==> src/rtl/irq_pkg.sv <==
package irq_pkg;
    localparam int NLINES = 8;
    localparam int LVL_W  = $clog2(NLINES);
    localparam int DATA_W = 8;
    localparam int BASE_W = DATA_W - LVL_W;

    typedef logic [NLINES-1:0] line_vec_t;
    typedef logic [LVL_W-1:0]  lvl_t;
    typedef logic [BASE_W-1:0] base_t;

    typedef enum logic {ACK_IDLE = 1'b0, ACK_WAIT = 1'b1} ack_st_t;

    localparam logic [2:0] OP_BASE = 3'b001;
    localparam logic [2:0] OP_EOI  = 3'b010;

    typedef struct packed {
        logic      found;
        lvl_t      lvl;
        line_vec_t onehot;
    } grant_t;

    function automatic line_vec_t lowest_bit(line_vec_t v);
        return v & (~v + 1'b1);
    endfunction

    // lines strictly ahead of the highest-priority set bit; all lines if empty
    function automatic line_vec_t below_lowest(line_vec_t v);
        if (v == '0) return '1;
        return lowest_bit(v) - 1'b1;
    endfunction

    function automatic line_vec_t drop_lowest(line_vec_t v);
        return v & (v - 1'b1);
    endfunction

    function automatic lvl_t onehot_idx(line_vec_t v);
        lvl_t r = '0;
        for (int i = 0; i < NLINES; i++)
            if (v[i]) r = lvl_t'(i);
        return r;
    endfunction
endpackage

==> src/rtl/irq_pend.sv <==
module irq_pend
    import irq_pkg::*;
(
    input  logic      clk,
    input  logic      rst,
    input  line_vec_t req_in,
    input  line_vec_t clr,
    output line_vec_t pend_q
);
    line_vec_t req_q;

    always_ff @(posedge clk) begin
        if (rst) begin
            req_q  <= '0;
            pend_q <= '0;
        end else begin
            req_q  <= req_in;
            pend_q <= (pend_q & ~clr) | (req_in & ~req_q);
        end
    end
endmodule

==> src/rtl/irq_resolve.sv <==
module irq_resolve
    import irq_pkg::*;
(
    input  line_vec_t pend,
    input  line_vec_t mask,
    input  line_vec_t isr,
    output grant_t    gnt
);
    line_vec_t cand;

    always_comb begin
        cand       = pend & ~mask & below_lowest(isr);
        gnt.onehot = lowest_bit(cand);
        gnt.found  = |cand;
        gnt.lvl    = onehot_idx(gnt.onehot);
    end
endmodule

==> src/rtl/irq_ack_seq.sv <==
module irq_ack_seq
    import irq_pkg::*;
(
    input  logic      clk,
    input  logic      rst,
    input  logic      inta,
    input  grant_t    gnt,
    input  logic      eoi,
    output line_vec_t is_q,
    output line_vec_t take,
    output logic      ack_wait,
    output lvl_t      lvl_q,
    output logic      vec_now
);
    ack_st_t st_q;
    logic    first;

    assign first    = inta && (st_q == ACK_IDLE);
    assign vec_now  = inta && (st_q == ACK_WAIT);
    assign ack_wait = (st_q == ACK_WAIT);
    assign take     = (first && gnt.found) ? gnt.onehot : '0;

    always_ff @(posedge clk) begin
        if (rst) begin
            st_q  <= ACK_IDLE;
            is_q  <= '0;
            lvl_q <= '0;
        end else begin
            is_q <= (eoi ? drop_lowest(is_q) : is_q) | take;
            if (first) begin
                st_q  <= ACK_WAIT;
                lvl_q <= gnt.found ? gnt.lvl : '1;
            end else if (vec_now) begin
                st_q <= ACK_IDLE;
            end
        end
    end
endmodule

==> src/rtl/irq_vec_ctrl.sv <==
module irq_vec_ctrl
    import irq_pkg::*;
(
    input  logic              clk,
    input  logic              rst,
    input  logic              addr_sel,
    input  logic              wr_stb,
    input  logic              rd_stb,
    input  logic [DATA_W-1:0] wdata,
    output logic [DATA_W-1:0] rdata,
    input  logic [NLINES-1:0] req_in,
    input  logic              inta_in,
    output logic              int_out
);
    line_vec_t         mask_q, pend_q, is_q, take;
    base_t             base_q;
    grant_t            gnt;
    logic              ack_wait, vec_now, eoi;
    lvl_t              lvl_q;
    logic [DATA_W-1:0] rdata_q;

    assign eoi = wr_stb && !addr_sel && (wdata[2:0] == OP_EOI);

    irq_pend u_pend (
        .clk(clk), .rst(rst), .req_in(req_in), .clr(take), .pend_q(pend_q)
    );

    irq_resolve u_res (
        .pend(pend_q), .mask(mask_q), .isr(is_q), .gnt(gnt)
    );

    irq_ack_seq u_ack (
        .clk(clk), .rst(rst), .inta(inta_in), .gnt(gnt), .eoi(eoi),
        .is_q(is_q), .take(take), .ack_wait(ack_wait), .lvl_q(lvl_q),
        .vec_now(vec_now)
    );

    always_ff @(posedge clk) begin
        if (rst) begin
            mask_q  <= '0;
            base_q  <= '0;
            rdata_q <= '0;
        end else begin
            if (wr_stb && addr_sel)
                mask_q <= wdata;
            if (wr_stb && !addr_sel && (wdata[2:0] == OP_BASE))
                base_q <= wdata[DATA_W-1:LVL_W];
            if (vec_now)
                rdata_q <= {base_q, lvl_q};
            else if (rd_stb)
                rdata_q <= addr_sel ? is_q : pend_q;
            else
                rdata_q <= '0;
        end
    end

    assign rdata   = rdata_q;
    assign int_out = gnt.found && !ack_wait;
endmodule

==> config.mk <==
export PLATFORM = sky130hd
export DESIGN_NAME = irq_vec_ctrl
export DESIGN_NICKNAME = d
export VERILOG_FILES = /design/src/rtl/irq_pkg.sv /design/src/rtl/irq_pend.sv /design/src/rtl/irq_resolve.sv /design/src/rtl/irq_ack_seq.sv /design/src/rtl/irq_vec_ctrl.sv
export SDC_FILE = /design/constraint.sdc
export NUM_CORES = 1
export LEC_CHECK = 0
export CORE_ASPECT_RATIO = 2
export CORE_UTILIZATION = 55
export CTS_BUF_LIST = sky130_fd_sc_hd__clkbuf_16
export CTS_CLUSTER_DIAMETER = 80
export DETAILED_ROUTE_END_ITERATION = 8
export GPL_TIMING_DRIVEN = 1
export HOLD_SLACK_MARGIN = 0.1
export PLACE_DENSITY = 0.81
export SKIP_CTS_REPAIR_TIMING = 1
export SLEW_MARGIN = 30
export SYNTH_ARGS = -nofsm -noshare
export SYNTH_HDL_FRONTEND = slang
export SYNTH_SLANG_ARGS = --single-unit
==> constraint.sdc <==
create_clock -name clk -period 5.72 [get_ports clk]
set_clock_uncertainty 0.2 [all_clocks]
set_input_delay 1.144 -clock clk [delete_from_list [all_inputs] [get_ports clk]]
set_output_delay 1.144 -clock clk [all_outputs]
set_load 0.1 [all_outputs]
==> results of run 1 <==
registers in the layout, indices dropped and copies added, names as in the netlist:
name and flops:
u_ack.is_q 8, base_q 5, u_pend.pend_q 8, mask_q 8, u_pend.req_q 8, u_ack.lvl_q 3, rdata 8, u_ack.ack_wait 1
logic make-up (layout without fill, tap and decap cells):
family,count (synthesis),in the layout,share of synthesized area [%]
AND/OR/NAND/NOR,92,92,24.22
AO/OA/AOI/OAI,58,58,18.42
flip-flops,49,49,46.89
buffers and inverters,16,41,3.768
multiplexers,13,13,6.699
per-layer routing:
layer  global-route usage (%)  wire [um]  vias up
met4                    12.67        186        0
li1                         -          -      880
met2                    45.71       2730       61
met5                        0          0        -
met3                    3.838        197       15
met1                    31.77       1871      870
cell usage after synthesis, drive strengths merged, types with 4 or more instances:
| master | n |
|---|---|
| o21ai | 7 |
| clkbuf | 10 |
| nor2 | 18 |
| nand2 | 13 |
| nor3b | 5 |
| a21oi | 24 |
| nand3 | 12 |
| nand2b | 6 |
| mux2i | 5 |
| nor2b | 16 |
| o41ai | 4 |
| a22oi | 8 |
| mux2 | 8 |
| dfxtp | 49 |
final cells by class:
class | instances | area share, %
Clock inverter | 2 | 1.372
Inverter | 3 | 0.4410
Tap cell | 49 | 2.401
Multi-Input combinational cell | 163 | 40.42
Clock buffer | 5 | 4.900
Timing Repair Buffer | 31 | 12.05
Sequential cell | 49 | 38.41
power by group through the flow:
| stage | combinational, mW | clock, mW | sequential, mW |
|---|---|---|---|
| after detailed placement | 0.147 | 0 | 0.385 |
| after global routing | 0.161 | 0.339 | 0.380 |
| after floorplan | 0.0977 | 0 | 0.393 |
| after CTS | 0.149 | 0.324 | 0.377 |
| after global placement | 0.146 | 0 | 0.384 |
| final | 0.150 | 0.318 | 0.377 |
stage by stage:
step                      utilization [%]  power [mW]
after CTS                           70.79      0.8501
after global placement              66.35      0.5303
after floorplan                         -      0.4906
after global routing                70.79      0.8794
final                               70.79      0.8457
after detailed placement            66.35      0.5318
placed cells by master, fill, tap and decap left out, types with 3 or more instances in the layout:
master and instances:
mux2_2 8, nand3_1 12, nor3b_1 5, nand4_1 3, a22oi_1 8, nand2b_1 6
a21oi_1 24, o21ai_0 6, inv_1 3, nand2_1 13, dfxtp_1 49, o31ai_1 3
mux2i_1 5, clkbuf_16 5, nor2_1 18, nor2b_1 16, clkdlybuf4s50_1 30, nand3b_1 3
worst max-delay path, delay by kind of cell, from the launching register on:
| family | cells | cell delay, ns |
|---|---|---|
| AO/OA/AOI/OAI | 2 | 0.40 |
| buffers and inverters | 1 | 1.18 |
| flip-flops | 1 | 0.34 |
| AND/OR/NAND/NOR | 2 | 0.78 |
worst paths after layout:
kind             startpoint              to  slack, ns
min reg2reg  u_ack.lvl_q[1]  u_ack.lvl_q[1]       0.26
min          u_ack.lvl_q[1]  u_ack.lvl_q[1]       0.26
max           u_ack.is_q[2]         int_out       1.39
max reg2reg   u_ack.is_q[2]  u_ack.lvl_q[1]       3.55
==> key figures, run 1 <==
Synth
  – Async S/R FF share, synth: 0%
  – Post-synthesis cell count: approximately 230
  – Yosys top cell area share: 46.89%
  – Ranking of synthesized cells by area: dfxtp_1 47%, a21oi_1 5.7%, nor2b_1 4.8%
  – Avg Inst Size Synth: slightly above 9 um^2
  – Yosys cell types: just over 40
  – Most used DFF post-synth: dfxtp_1
  – Yosys reg bits: just under 50
  – Warnings from Yosys: 0
  – Cell Area, Synth: between 2000 and 2500 um^2
  – Syn_nets: between 200 and 300
  – EDFF count, synth: 0
  – Register area share after synthesis: a little under half
  – Dominant cell type by area after synthesis: dfxtp_1

Clock tree
  – Clock latency on the worst-skew pair: around 0.28 ns
  – CTS max path bufs: 2
  – Clk pin slew, worst setup/hold paths: 0.06 ns
  – CTS tree: built
  – H-tree levels: 2
  – Total clock sinks: roughly 50
  – Clock root buffer: clkbuf_16
  – Total CTS buffers: 5

Power and ir drop
  – NetSw: about 220 uW
  – Clk pwr share: 37.7%
  – Sw Share: between 20% and 30%
  – Pwr dens: 331.2 nW/um^2
  – Combinational power share: between 10% and 20%
  – Sequential Power Share: between 40% and 50%
  – Leakage: 0.9550 nW
  – Peak supply drop: between 0.0003 and 0.0004 V
  – Pint: 623.1 uW

GRT
  – Antenna violations before repair: 0
  – Largest net degree at the start of global routing: between 40 and 50
  – GRT overflow: 0
  – First-pass GRT wire length: between 7000 and 8000 um
  – Total global-route track usage: a little over a quarter
  – Vias in the first global route: ~1700

STA
  – F_max: between 200 and 250 MHz
  – Final Setup Violations: 0
  – Slew of the pin with the lowest slew margin: between 0.9 and 1 ns
  – Fin. max-slew vios: 0
  – Min cycle time layout: roughly 4.3 ns
  – RSZ-0062 raised after global routing: false
  – Final Hold Slack: ~0.26 ns
  – Final worst-path setup slack: about 1.4 ns
  – Setup_tns: 0 ns
  – Relative slew slack: between 30 and 40%
  – Part of the cycle the worst path needs: around three quarters
  – Final hold viol count: 0

Finish
  – Fill count: roughly 300
  – Final Non-Filler Cells: between 300 and 400
  – Final instance area: between 2000 and 3000 um^2
  – Ant diodes: 0
  – Multi-input gate area: approximately 1000 um^2
  – Layout net count: roughly 280
  – Register area: ~980 um^2
  – Layout cell share with drive strength beyond 1: 9.091%
  – Area delta synth->final: 22.07%

Routing
  – DR vias: ~1800
  – Drt pass-1 iters: 5
  – DRT Wirelength: 4986 um
  – DRC errors left: 0
  – Antenna-violating nets left: 0
  – Vias/cell: just over 6
  – WL per Instance: around 17 um
  – DR iter-0 viols: 66

Critical path
  – CP startpoint kind: register
  – Worst path required time: approximately 4.4 ns
  – Worst-path cell chain: or4_4 -> nor2_1 -> o21ai_0 -> a31oi_1 -> clkdlybuf4s50_1
  – CP max stage delay: 1.18 ns
  – Critical Path End Type: output port
  – Worst path slowest cell: clkdlybuf4s50_1
  – Critical path type: reg -> out
  – Worst R2R Path Depth: 4
  – CP Data Arrival Time: 2.98 ns
  – Worst-path fanout max: 5

Placement
  – Pre-CTS setup slack: approximately 1.7 ns
  – Area post-placement: approximately 2400 um^2
  – Dpl hpwl: between 3000 and 4000 um
  – Inst Count DP: between 200 and 300
  – Port bufs: 30
  – GP Congestion: about 0.91

Floorplanning
  – Chip Width: between 40 and 50 um
  – Die ar.: 4069 um^2
  – # IOs: 31
  – Rows: 31
  – Core area: 3607 um^2
  – Initial Util: 58.00%
  – Die Span Y: between 80 and 90 um

Run
  – Max Cap Viol: 0

Run status
  – Status: finished clean

Worst hold path
  – Hold path depth: 2
  – Hold Crit Class: reg -> reg
Note: power is estimated with default switching activity, not from simulation.
==> run 2, diff against run 1 <==
Settings changed: CORE_UTILIZATION 55 to 53, PLACE_DENSITY 0.81 to 0.78.
Clock period 5.72 ns to 4 ns, I/O delays scaled along.
==> run 2 against run 1 <==
Effect of this change: count of clock-buffer cells in the layout unchanged; non-clock buffer count rose by 1; global-route usage is 1.5 points lower; cell area shrank 0.39%; total power rose by 37%; sequential share of layout area up 0.15 points; routed wire length fell by 4.7%; clock power increased by 28%; die area increased by 3.6%.
==> key figures, run 2 (same netlist as run 1, synthesis figures left out) <==
Critical path
  – Critical path type: reg -> out
  – Worst R2R Path Depth: 4 (unchanged)
  – Worst-path fanout max: 5 (unchanged)
  – CP Data Arrival Time: 2.08 ns (-0.90 ns)
  – Worst path required time: 3.00 ns (-1.38 ns)
  – CP startpoint kind: register
  – Critical Path End Type: output port
  – R2R setup slack: 1.81 ns (-1.74 ns)

Clock tree
  – Clock root buffer: clkbuf_16
  – Clock latency on the worst-skew pair: 0.29 ns (about the same)
  – Total CTS buffers: 5 (unchanged)
  – Clk pin slew, worst setup/hold paths: 0.07 ns (about the same)
  – H-tree levels: 2 (unchanged)
  – Total clock sinks: 49 (unchanged)
  – CTS max path bufs: 2 (unchanged)
  – CTS tree: built

Finish
  – Final Non-Filler Cells: 306 (+1.3%)
  – Most common cell after layout, fill and taps aside: dfxtp_1
  – Layout net count: 276 (+0.36%)
  – Most frequent cells in the layout: 49 x dfxtp_1, 29 x clkdlybuf4s50_1, 24 x a21oi_1
  – Fill count: 311 (+6.1%)
  – Ant diodes: 0 (unchanged)
  – Layout cell share with drive strength beyond 1: 9.804% (+0.71 points)
  – Area delta synth->final: 21.59%

GRT
  – Total global-route track usage: 25.38% (-1.5 points)
  – Vias in the first global route: 1802 (+8.5%)
  – Antenna violations before repair: 0 (unchanged)
  – GRT overflow: 0 (unchanged)
  – Largest net degree at the start of global routing: 41 (-16%)
  – First-pass GRT wire length: 7893 um (+0.34%)

Floorplanning
  – Die ar.: 4218 um^2 (+3.6%)
  – Chip Width: 46.43 um (+1.8%)
  – Initial Util: 55.00% (-3.0 points)
  – Die Span Y: 90.85 um (+1.8%)
  – Rows: 32 (+3.2%)
  – Core area: 3804 um^2 (+5.4%)
  – # IOs: 31 (unchanged)

Power and ir drop
  – Pwr dens: 456.0 nW/um^2 (+38%)
  – Leakage: 0.9561 nW (+0.11%)
  – Peak supply drop: 0.0004017 V (+24%)

Routing
  – DRT Wirelength: 4750 um (-4.7%)
  – Drt pass-1 iters: 4 (-1)
  – WL per Instance: 15.52 um (-6.0%)
  – Vias/cell: 5.850 (-3.3%)
  – DRC errors left: 0 (unchanged)
  – DR iter-0 viols: 42 (-36%)
  – DR vias: 1790 (-2.0%)
  – Antenna-violating nets left: 0 (unchanged)

Placement
  – Pre-CTS setup slack: 1.157 ns (-0.5779 ns)
  – Port bufs: 30 (unchanged)
  – Inst Count DP: 298 (+1.0%)
  – GP Congestion: 0.9226 (+1.0%)
  – Dpl hpwl: 3333 um (-5.1%)

STA
  – F_max: 324.7 MHz
  – Final worst-path setup slack: 0.9202 ns (-0.4710 ns)
  – Final hold viol count: 0 (unchanged)
  – Setup_tns: 0 ns (unchanged)
  – Part of the cycle the worst path needs: a little under 80%
  – Slew of the pin with the lowest slew margin: 0.9682 ns (+0.004083 ns)
  – RSZ-0062 raised after global routing: false
  – Fin. max-slew vios: 0 (unchanged)
  – Min cycle time layout: 3.080 ns
  – Final Setup Violations: 0 (unchanged)
  – Relative slew slack: 35.25% (-0.27 points)

Worst hold path
  – Hold path depth: 2 (unchanged)
  – Hold Crit Class: reg -> reg

Run
  – Max Cap Viol: 0 (unchanged)

Run status
  – Status: finished clean
==> run 2: report_power, final <==
part	switching [mW]	internal, mW
sequential	0.0233	0.517
combinational	0.128	0.0841
clock	0.177	0.231
==> run 2: final cells by class <==
type	count	area (um^2)	share of cell area, %
Clock buffer	5	125.1	4.919
Clock inverter	3	17.52	0.6886
Inverter	3	11.26	0.4427
Multi-Input combinational cell	163	1032	40.58
Sequential cell	49	980.9	38.56
Tap cell	51	63.81	2.509
Timing Repair Buffer	32	312.8	12.30
==> run 2: stage by stage <==
stage	util [%]	instance area (um^2)	hold slack (ns)	total power, mW
CTS	66.88	2544	0.2558	1.163
global placement	63.13	2401	0.2434	0.7575
floorplan	-	2092	0.2315	0.7015
global route	66.88	2544	0.2916	1.203
finish	66.88	2544	0.2651	1.160
detailed placement	63.13	2401	0.2469	0.7590
==> run 2: worst max-delay path: stages, from the launching register on <==
cell	delay, ns
dfxtp_1	0.34
or4_4	0.56
nor2_1	0.22
o21ai_0	0.13
a31oi_1	0.22
buf_4	0.32
==> run 2: routing by layer <==
metal | GRT usage (%) | wire length, um | share of wire, %
met1 | 27.57 | 1802 | 38
met2 | 42.36 | 2580 | 54
met3 | 4.000 | 152 | 3.2
met4 | 15.44 | 214 | 4.5
met5 | 0 | 0 | 0
==> run 2: final timing paths <==
kind,from,endpoint
hold reg to reg,mask_q[1],mask_q[1]
hold / removal,mask_q[1],mask_q[1]
setup / recovery,u_ack.is_q[2],int_out
setup reg to reg,u_ack.is_q[2],u_pend.pend_q[3]
